===== config.mk =====
export PLATFORM = sky130hd
export DESIGN_NAME = tlc_trim_counter
export DESIGN_NICKNAME = d
export VERILOG_FILES = /design/src/rtl/tlc_pkg.sv /design/src/rtl/tlc_excursion_qual.sv /design/src/rtl/tlc_first_gate.sv /design/src/rtl/tlc_sat_reg.sv /design/src/rtl/tlc_trim_counter.sv
export SDC_FILE = /design/constraint.sdc
export NUM_CORES = 1
export LEC_CHECK = 0
export ABC_AREA = 1
export BUFFER_PORTS_ARGS = -buffer_cell sky130_fd_sc_hd__buf_4
export CORE_MARGIN = 8
export CORE_UTILIZATION = 57
export DETAILED_ROUTE_END_ITERATION = 16
export PLACE_DENSITY = 0.86
export RECOVER_POWER = 100
export SYNTH_ARGS = -nofsm -noshare
export SYNTH_HDL_FRONTEND = slang
export SYNTH_SLANG_ARGS = --single-unit
export TNS_END_PERCENT = 100

===== constraint.sdc =====
create_clock -name clk -period 2.46 [get_ports clk]
set_clock_uncertainty 0.15 [all_clocks]
set_input_delay 0.123 -clock clk [delete_from_list [all_inputs] [get_ports clk]]
set_output_delay 0.123 -clock clk [all_outputs]
set_load 0.005 [all_outputs]

===== src/rtl/tlc_pkg.sv =====
package tlc_pkg;

    // Resolved level of the three-level control line
    typedef enum logic [1:0] {
        LVL_MID  = 2'b00,
        LVL_LOW  = 2'b01,
        LVL_HIGH = 2'b10,
        LVL_PROG = 2'b11
    } lvl_e;

    // Excursion tracker states
    typedef enum logic [1:0] {
        QS_HOLD = 2'b00,  // waiting for a rest sample before anything counts
        QS_REST = 2'b01,  // at rest, ready for an excursion
        QS_LOW  = 2'b10,  // inside a low excursion
        QS_HIGH = 2'b11   // inside a high excursion
    } qstate_e;

    // Step request carried between stages
    typedef struct packed {
        logic up;  // raise the trim code
        logic dn;  // lower the trim code
    } step_t;

    // Minimum pulse width in clock cycles, never below one
    function automatic int unsigned cycles_for_us(input int unsigned hz,
                                                  input int unsigned us);
        int unsigned r;
        r = (hz / 1_000_000) * us;
        if (r < 1) r = 1;
        return r;
    endfunction

endpackage


===== src/rtl/tlc_excursion_qual.sv =====
module tlc_excursion_qual
    import tlc_pkg::*;
#(
    parameter int unsigned MIN_CYC = 1000
) (
    input  logic  clk,
    input  logic  rst,
    input  lvl_e  lvl_i,
    output step_t step_o
);
    localparam int unsigned CW = $clog2(MIN_CYC + 1);
    localparam logic [CW-1:0] MIN_W = CW'(MIN_CYC);
    localparam logic [CW-1:0] ONE_W = CW'(1);

    qstate_e        st_q, st_n;
    logic [CW-1:0]  run_q, run_n;

    always_ff @(posedge clk) begin
        if (rst) begin
            st_q  <= QS_HOLD;
            run_q <= '0;
        end else begin
            st_q  <= st_n;
            run_q <= run_n;
        end
    end

    always_comb begin
        st_n   = st_q;
        run_n  = run_q;
        step_o = '0;
        unique case (st_q)
            QS_HOLD: begin
                if (lvl_i == LVL_MID) st_n = QS_REST;
            end
            QS_REST: begin
                unique case (lvl_i)
                    LVL_LOW:  begin st_n = QS_LOW;  run_n = ONE_W; end
                    LVL_HIGH: begin st_n = QS_HIGH; run_n = ONE_W; end
                    LVL_PROG: st_n = QS_HOLD;
                    default:  st_n = QS_REST;
                endcase
            end
            QS_LOW: begin
                if (lvl_i == LVL_LOW) begin
                    run_n = (run_q >= MIN_W) ? run_q : run_q + ONE_W;
                end else if (lvl_i == LVL_MID) begin
                    step_o.up = (run_q >= MIN_W);
                    st_n      = QS_REST;
                end else begin
                    st_n = QS_HOLD;
                end
            end
            QS_HIGH: begin
                if (lvl_i == LVL_HIGH) begin
                    run_n = (run_q >= MIN_W) ? run_q : run_q + ONE_W;
                end else if (lvl_i == LVL_MID) begin
                    step_o.dn = (run_q >= MIN_W);
                    st_n      = QS_REST;
                end else begin
                    st_n = QS_HOLD;
                end
            end
            default: st_n = QS_HOLD;
        endcase
    end

    // the tracker never asks for both directions at once
    p_one_dir_r1: assert property (@(posedge clk) disable iff (rst)
        $onehot0({step_o.up, step_o.dn}));

    // after a program-level sample, the next cycle cannot produce a step
    p_prog_blocks_r9: assert property (@(posedge clk) disable iff (rst)
        (lvl_i == LVL_PROG) |=> !(step_o.up || step_o.dn));

endmodule


===== src/rtl/tlc_first_gate.sv =====
module tlc_first_gate
    import tlc_pkg::*;
(
    input  logic  clk,
    input  logic  rst,
    input  logic  en_i,
    input  logic  save_i,
    input  step_t step_i,
    output step_t step_o
);
    logic armed_q;
    logic open_w;

    always_ff @(posedge clk) begin
        if (rst) begin
            armed_q <= 1'b0;
        end else if (!en_i || save_i) begin
            armed_q <= 1'b0;
        end else if (step_i.up || step_i.dn) begin
            armed_q <= 1'b1;
        end
    end

    assign open_w    = en_i && !save_i && armed_q;
    assign step_o.up = step_i.up && open_w;
    assign step_o.dn = step_i.dn && open_w;

    // with enable low the gate passes no step in the following cycle
    p_gate_closed_r5: assert property (@(posedge clk) disable iff (rst)
        (!en_i) |=> !armed_q || en_i);

    // a save always leaves the gate disarmed
    p_save_disarms_r7: assert property (@(posedge clk) disable iff (rst)
        save_i |=> !armed_q);

endmodule


===== src/rtl/tlc_sat_reg.sv =====
module tlc_sat_reg
    import tlc_pkg::*;
#(
    parameter int unsigned W       = 8,
    parameter int unsigned RST_VAL = 128
) (
    input  logic         clk,
    input  logic         rst,
    input  step_t        step_i,
    input  logic         ld_i,
    input  logic [W-1:0] ld_val_i,
    output logic [W-1:0] q_o
);
    localparam logic [W-1:0] TOP_V = {W{1'b1}};
    localparam logic [W-1:0] RST_W = W'(RST_VAL);
    localparam logic [W-1:0] ONE_V = W'(1);

    always_ff @(posedge clk) begin
        if (rst) begin
            q_o <= RST_W;
        end else if (ld_i) begin
            q_o <= ld_val_i;
        end else if (step_i.up && q_o != TOP_V) begin
            q_o <= q_o + ONE_V;
        end else if (step_i.dn && q_o != '0) begin
            q_o <= q_o - ONE_V;
        end
    end

    p_down_one_r1: assert property (@(posedge clk) disable iff (rst)
        (step_i.dn && !ld_i && q_o != '0) |=> q_o == $past(q_o) - ONE_V);

    p_up_one_r2: assert property (@(posedge clk) disable iff (rst)
        (step_i.up && !ld_i && q_o != TOP_V) |=> q_o == $past(q_o) + ONE_V);

    p_no_overflow_r3: assert property (@(posedge clk) disable iff (rst)
        (step_i.up && !ld_i && q_o == TOP_V) |=> q_o == TOP_V);

    p_no_underflow_r3: assert property (@(posedge clk) disable iff (rst)
        (step_i.dn && !ld_i && q_o == '0) |=> q_o == '0);

    p_load_wins_r10: assert property (@(posedge clk) disable iff (rst)
        ld_i |=> q_o == $past(ld_val_i));

endmodule


===== src/rtl/tlc_trim_counter.sv =====
module tlc_trim_counter
    import tlc_pkg::*;
#(
    parameter int unsigned CLK_HZ  = 50_000_000,
    parameter int unsigned MIN_US  = 20,
    parameter int unsigned W       = 8,
    parameter int unsigned RST_VAL = 128
) (
    input  logic         clk,
    input  logic         rst,
    input  logic         cnt_en,
    input  logic [1:0]   ctl_lvl,
    input  logic         save_done,
    input  logic         ld_stb,
    input  logic [W-1:0] ld_val,
    output logic [W-1:0] trim_val
);
    localparam int unsigned MIN_CYC = cycles_for_us(CLK_HZ, MIN_US);

    lvl_e  lvl_w;
    step_t raw_step;
    step_t ok_step;

    assign lvl_w = lvl_e'(ctl_lvl);

    tlc_excursion_qual #(
        .MIN_CYC (MIN_CYC)
    ) u_qual (
        .clk    (clk),
        .rst    (rst),
        .lvl_i  (lvl_w),
        .step_o (raw_step)
    );

    tlc_first_gate u_gate (
        .clk    (clk),
        .rst    (rst),
        .en_i   (cnt_en),
        .save_i (save_done),
        .step_i (raw_step),
        .step_o (ok_step)
    );

    tlc_sat_reg #(
        .W       (W),
        .RST_VAL (RST_VAL)
    ) u_reg (
        .clk      (clk),
        .rst      (rst),
        .step_i   (ok_step),
        .ld_i     (ld_stb),
        .ld_val_i (ld_val),
        .q_o      (trim_val)
    );

    // with enable low and no load, the code holds
    p_en_hold_r5: assert property (@(posedge clk) disable iff (rst)
        (!cnt_en && !ld_stb) |=> trim_val == $past(trim_val));

    // a line held at rest for two samples produces no change without a load
    p_rest_quiet_r8: assert property (@(posedge clk) disable iff (rst)
        (ctl_lvl == 2'b00 && $past(ctl_lvl) == 2'b00 && !ld_stb) |=> trim_val == $past(trim_val));

endmodule


# After elaboration in Yosys (flattened, before gate mapping)
# Index checks and enable logic that the tools add are counted.
[word_totals]
register_bits = 21
in_bits = 15
out_inout_bits = 8
elab_cells = 59
[classes]
addsub = 3
magnitude_cmp = 1
eq_ne = 13
mux = 19
n_reduce_logical = 19
[op_table]
columns = ["cell", "count"]
rows = [
  ["$mux W10", 4],
  ["$pmux W10 S3", 1],
  ["$mux W8", 3],
  ["$add A10 B1 Y10 const B", 1],
  ["$ge A10 B10 Y1 const B", 1],
  ["$add A8 B1 Y8 const B", 1],
  ["$eq A2 B2 Y1 const B", 4],
  ["$ne A8 B8 Y1 const B", 1],
  ["$pmux W2 S4", 1],
  ["$reduce_bool A8 Y1", 1],
  ["$sub A8 B1 Y8 const B", 1],
  ["$logic_and A1 B1 Y1", 6],
  ["$mux W1", 6],
  ["$mux W2", 3],
  ["$ne A2 B1 Y1 const B", 3],
  ["$ne A2 B2 Y1 const B", 3],
  ["$pmux W2 S3", 1],
  ["$reduce_bool A3 Y1", 2],
  ["$eq A2 B1 Y1 const B", 2],
  ["$logic_not A2 Y1", 2],
  ["$reduce_and A4 Y1", 1],
  ["$reduce_or A2 Y1", 2],
  ["$reduce_and A3 Y1", 1],
  ["$logic_not A1 Y1", 2],
  ["$logic_or A1 B1 Y1", 2],
]

# Longest topological paths before layout
[depth]
depth_word = 9
depth_mapped = 16

# Cells and area by module
# A second synthesis with hierarchy kept.
[hier_totals]
cells_unflattened = 290
hier_area_um2 = 1706.6
[modules_own_cells]
columns = ["module", "n_inst", "cells_per_inst", "area_each_um2", "seq_area_each_um2"]
rows = [
  ["tlc_excursion_qual", 1, 136, 835.8, 240.2],
  ["tlc_sat_reg", 1, 143, 808.3, 160.2],
  ["tlc_first_gate", 1, 11, 62.6, 20.0],
]

# Least setup slack after synthesis
# OpenSTA, ideal clock, no wires.
[synth_path]
kind = "register to register"
startpoint = "reg u_qual.run_q[3]"
endpoint = "reg u_reg.q_o[5]"
arrival_time_ns = 1.898
required_time_ns = 2.196
slack_ns = 0.298
path_stages_with_launch = 15
n_path_buf = 1
synth_period_minus_slack_ns = 2.162
path_cell_list = "dfxtp_1 > buf_4 > nand2_1 > nand2_1 > nand3_2 > nor2_4 > nand2_4 > ha_1 > a21oi_1 > nand2_1 > nand2_1 > nand3b_1 > nand3_1 > and3_1 > nor2_2"
[synth_via]
elab_chain_len = 8
word_cells_on_any_way = 13
[synth_rtl]
columns = ["item", "line", "source"]
rows = [
  ["start, declared", "tlc_excursion_qual.sv:16", "logic [CW-1:0] run_q, run_n;"],
  ["start signal, assigned", "tlc_excursion_qual.sv:24", "run_q <= run_n;"],
  ["$ge A10 B10 Y1 (*)", "tlc_excursion_qual.sv:48, tlc_excursion_qual.sv:58", ""],
  ["$mux W1 (*)", "tlc_excursion_qual.sv:47, tlc_excursion_qual.sv:57", ""],
  ["$mux W1", "tlc_excursion_qual.sv:45", "if (lvl_i == LVL_LOW) begin"],
  ["$mux W1", "tlc_excursion_qual.sv:32", "unique case (st_q)"],
  ["$logic_and A1 B1 Y1", "tlc_first_gate.sv:25", "assign step_o.up = step_i.up && open_w;"],
  ["$logic_and A1 B1 Y1", "tlc_sat_reg.sv:23", "end else if (step_i.up && q_o != TOP_V) begin"],
  ["$mux W8", "tlc_sat_reg.sv:23", ""],
  ["$mux W8", "tlc_sat_reg.sv:21", "end else if (ld_i) begin"],
  ["end signal, assigned", "tlc_sat_reg.sv:22", "q_o <= ld_val_i;"],
  ["end signal, assigned", "tlc_sat_reg.sv:24", "q_o <= q_o + ONE_V;"],
  ["end signal, assigned", "tlc_sat_reg.sv:26", "q_o <= q_o - ONE_V;"],
  ["end, declared", "tlc_sat_reg.sv:12", "output logic [W-1:0] q_o"],
]
# Mark *: on every way between the ends. The rest lies on a longest branch, timed or not.
# A chain may end at the register's enable or synchronous reset.

# Worst setup path after layout
[layout_path]
startpoint = "in save_done"
endpoint = "reg u_reg.q_o[4]"
[layout_via]
elab_chain_len = 7
word_cells_on_any_way = 10
[layout_rtl]
columns = ["item", "line", "source"]
rows = [
  ["start, declared", "tlc_trim_counter.sv:13", "input logic save_done,"],
  ["$logic_not A1 Y1 (*)", "tlc_first_gate.sv:24", "assign open_w = en_i && !save_i && armed_q;"],
  ["$logic_and A1 B1 Y1 (*) (2 in a row)", "tlc_first_gate.sv:24", ""],
  ["$logic_and A1 B1 Y1", "tlc_first_gate.sv:25", ""],
  ["$logic_and A1 B1 Y1", "tlc_sat_reg.sv:23", ""],
  ["$mux W8", "tlc_sat_reg.sv:23", ""],
  ["$mux W8", "tlc_sat_reg.sv:21", ""],
]
# Marks and branches as above.

==> results.cfg <==
[timing]
setup_viol = 0
fin_crit_ns = 2.35
hold_violations = 0
maxSlewHeadroom_pct = 63.3
rsz0062_at_grt = yes
hold_ws_ns = 0.00625
worst_slew_pin_slew_ns = 0.549
fmax_mhz = 425
slew_violations = 0
post-route-period-util_pct = 95.6

[synthesis]
ys_top_cells_by_area = dfxtp_1 (26%), nand2_1 (12%), ha_1 (9.3%)
ys.flop_type = dfxtp_1
synth_async_sr_flop_share_pct = 0
synth-seq-cells = 21
synth_area_per_cell_um2 = 6.98
synth_edf_count = 0
seq_area_frac_synth_pct = 26.1
synthMostInstantiatedCell = nand2_1
netlist-cell-type-count = 38
synth_area_um2 = 1610
synth_top_area_share_pct = 26.1
ys_warn_count = 0
yosysTopAreaCell = dfxtp_1
synthTopCellsByCount = nand2_1 (53), nor2_1 (22), dfxtp_1 (21), a21oi_1 (19), inv_1 (18)
syn-num-nets = 259
postSynthCellCount = 231

[detailed_routing]
wl_per_cell_um = 13.3
drc = 0
drt_first_pass_iters = 4
drtAntennaViolNets = 0
drt-met1-wl_um = 1630
wl_met3_um = 150
top_layer = met4
drt_iter0_markers = 94
via_per_inst = 5.52
routed_wl_um = 3950
met2_length_um = 2140
vias = 1646

[layout]
syn2layout_area_growth_pct = 20.7
drive_above_1_share_pct = 24.0
instances_no_fill = 298
antenna-diode-count = 0
fin_nets = 296
final_util_pct = 71.2

[place]
place_inst = 286
io_buffers = 22
gp_congestion = 0.830
hpwl_um = 3040

[pwr]
switching_share_pct = 40.0
pwr-share-comb_pct = 41.7
p_per_area_nw_per_um2 = 523
clkPwrFrac_pct = 16.8
ir_worst_vdd_mv = 0.400
leakage_uw = 0.000870
seqPwrFrac_pct = 41.5
cellInternalPower_uw = 610
p_switching_uw = 408

[floorplanning]
dieWidth_um = 69.2
num_rows = 19
start_util_pct = 59.0
core_area_um2 = 2730
pin_count = 23
die_h_um = 69.2
die_area_um2 = 4790

[clock_network]
cts_buffer_depth = 2
cts_sinks = 21
cts_buffers = 3
post_cts_buffers = 0
clk_pin_slew_ns = 0.13
clk_latency_ns = 0.31
cts_tree = yes
cts_root_buffer = clkbuf_4
htreeDepth = 1

[worst_setup_path]
cp.arrival_ns = 2.41
cp_max_fo = 11
crit_required_ns = 2.52
rr_startpoint = u_qual.run_q[7]
r2r-end = u_reg.q_o[4]
cp-endpoint = u_reg.q_o[4]
reg2reg_slack_ns = 0.11
crit_type = input port to flop
critPathLaunch = save_done
end_kind = flop
r2r_cells = 12
cp-start-kind = input port

[grt]
grt_max_degree = 16
gr-total-overflow = 0
grt_pass1_wl_um = 6970
grt_usage_pct = 16.4
grt_antenna_before_repair = 0
grt_pass1_vias = 1661

[run]
drv_cap = 0

[status]
status = completed

[worst_hold_path]
min_path_type = input port to flop
==> cells in the final DEF, fill, tap and decap left out, types with 4 or more instances in the layout <==
master and count:
buf_4 21, nor2_2 5, clkbuf_4 6, nor2_1 23
ha_1 9, dfxtp_2 5, nand2_1 53, inv_1 19
clkbuf_1 6, a21oi_2 4, dlygate4sd3_1 8, dfxtp_1 15
nand3_1 16, nand4_1 11, o21ai_0 10, a21oi_1 17
==> worst max-delay path, cell delays in order <==
cell	delay (ns)
dlygate4sd3_1	0.54
buf_4	0.13
inv_1	0.06
nand3_1	0.10
a21oi_2	0.20
nand2_4	0.15
fa_2	0.39
nand3_1	0.08
nand3_1	0.13
xnor2_2	0.20
nand2_1	0.09
o21ai_0	0.13
a21oi_2	0.09
==> stage by stage <==
stage / worst slack (ns) / setup TNS [ns] / instance area (µm²) / power (µW)
after floorplan: 0.298 / 0 / 1610 / 736
after global placement: 0.123 / 0 / 1830 / 843
after detailed placement: 0.0670 / 0 / 1830 / 856
after CTS: 0.0370 / 0 / 1930 / 1040
after global routing: -0.0586 / -0.0801 / 1950 / 1100
final: 0.109 / 0 / 1950 / 1020
==> area by class of cell <==
| cell class | count | area (µm²) |
|---|---|---|
| timing repair buffer | 37 | 279 |
| inverter | 21 | 78.8 |
| fill | 227 | 787 |
| multi-input combinational | 184 | 1090 |
| tap | 31 | 38.8 |
| clock buffer | 4 | 26.3 |
| sequential | 21 | 430 |
==> metal layers <==
metal,track usage (%),vias up
li1,-,847
met1,16.7,760
met2,32.3,35
met3,3.43,4
met4,4.56,0
met5,0,-
==> how the worst min path moves through the flow <==
stage	startpoint	endpoint	cells after the start
finish	ld_val[6]	u_reg.q_o[6]	5
CTS	ld_val[6]	u_reg.q_o[6]	5
floorplan	cnt_en	u_gate.armed_q	2
detailed placement	rst	u_reg.q_o[6]	2
global placement	rst	u_reg.q_o[6]	2
global route	ld_val[4]	u_reg.q_o[4]	3
==> registers in the layout (all words and copies together), names as in the netlist <==
register / cells
u_qual.st_q: 2
u_qual.run_q: 10
u_reg.q_o: 8
u_gate.armed_q: 1
==> kinds of logic after synthesis <==
group	Yosys count	synth area share (%)
buf+inv	26	7.45
mux	2	1.24
compound gates	40	14.3
xor+xnor	4	2.17
flops	21	26.1
simple gates	125	38.2
fa+ha+maj	13	10.6
==> power groups by stage <==
| stage | sequential (µW) | combinational [µW] | clock (µW) |
|---|---|---|---|
| final | 423 | 425 | 171 |
| after global placement | 429 | 414 | 0 |
| after floorplan | 427 | 308 | 0 |
| after CTS | 423 | 436 | 177 |
| after detailed placement | 430 | 426 | 0 |
| after global routing | 428 | 481 | 193 |
==> repair_timing <==
item                       CTS  global route
hold endpoints to repair    13             0
setup endpoints to repair    0             5
hold buffers                 8             0
resized for setup            0            15
No activity file was read; power rests on OpenSTA's default activity.
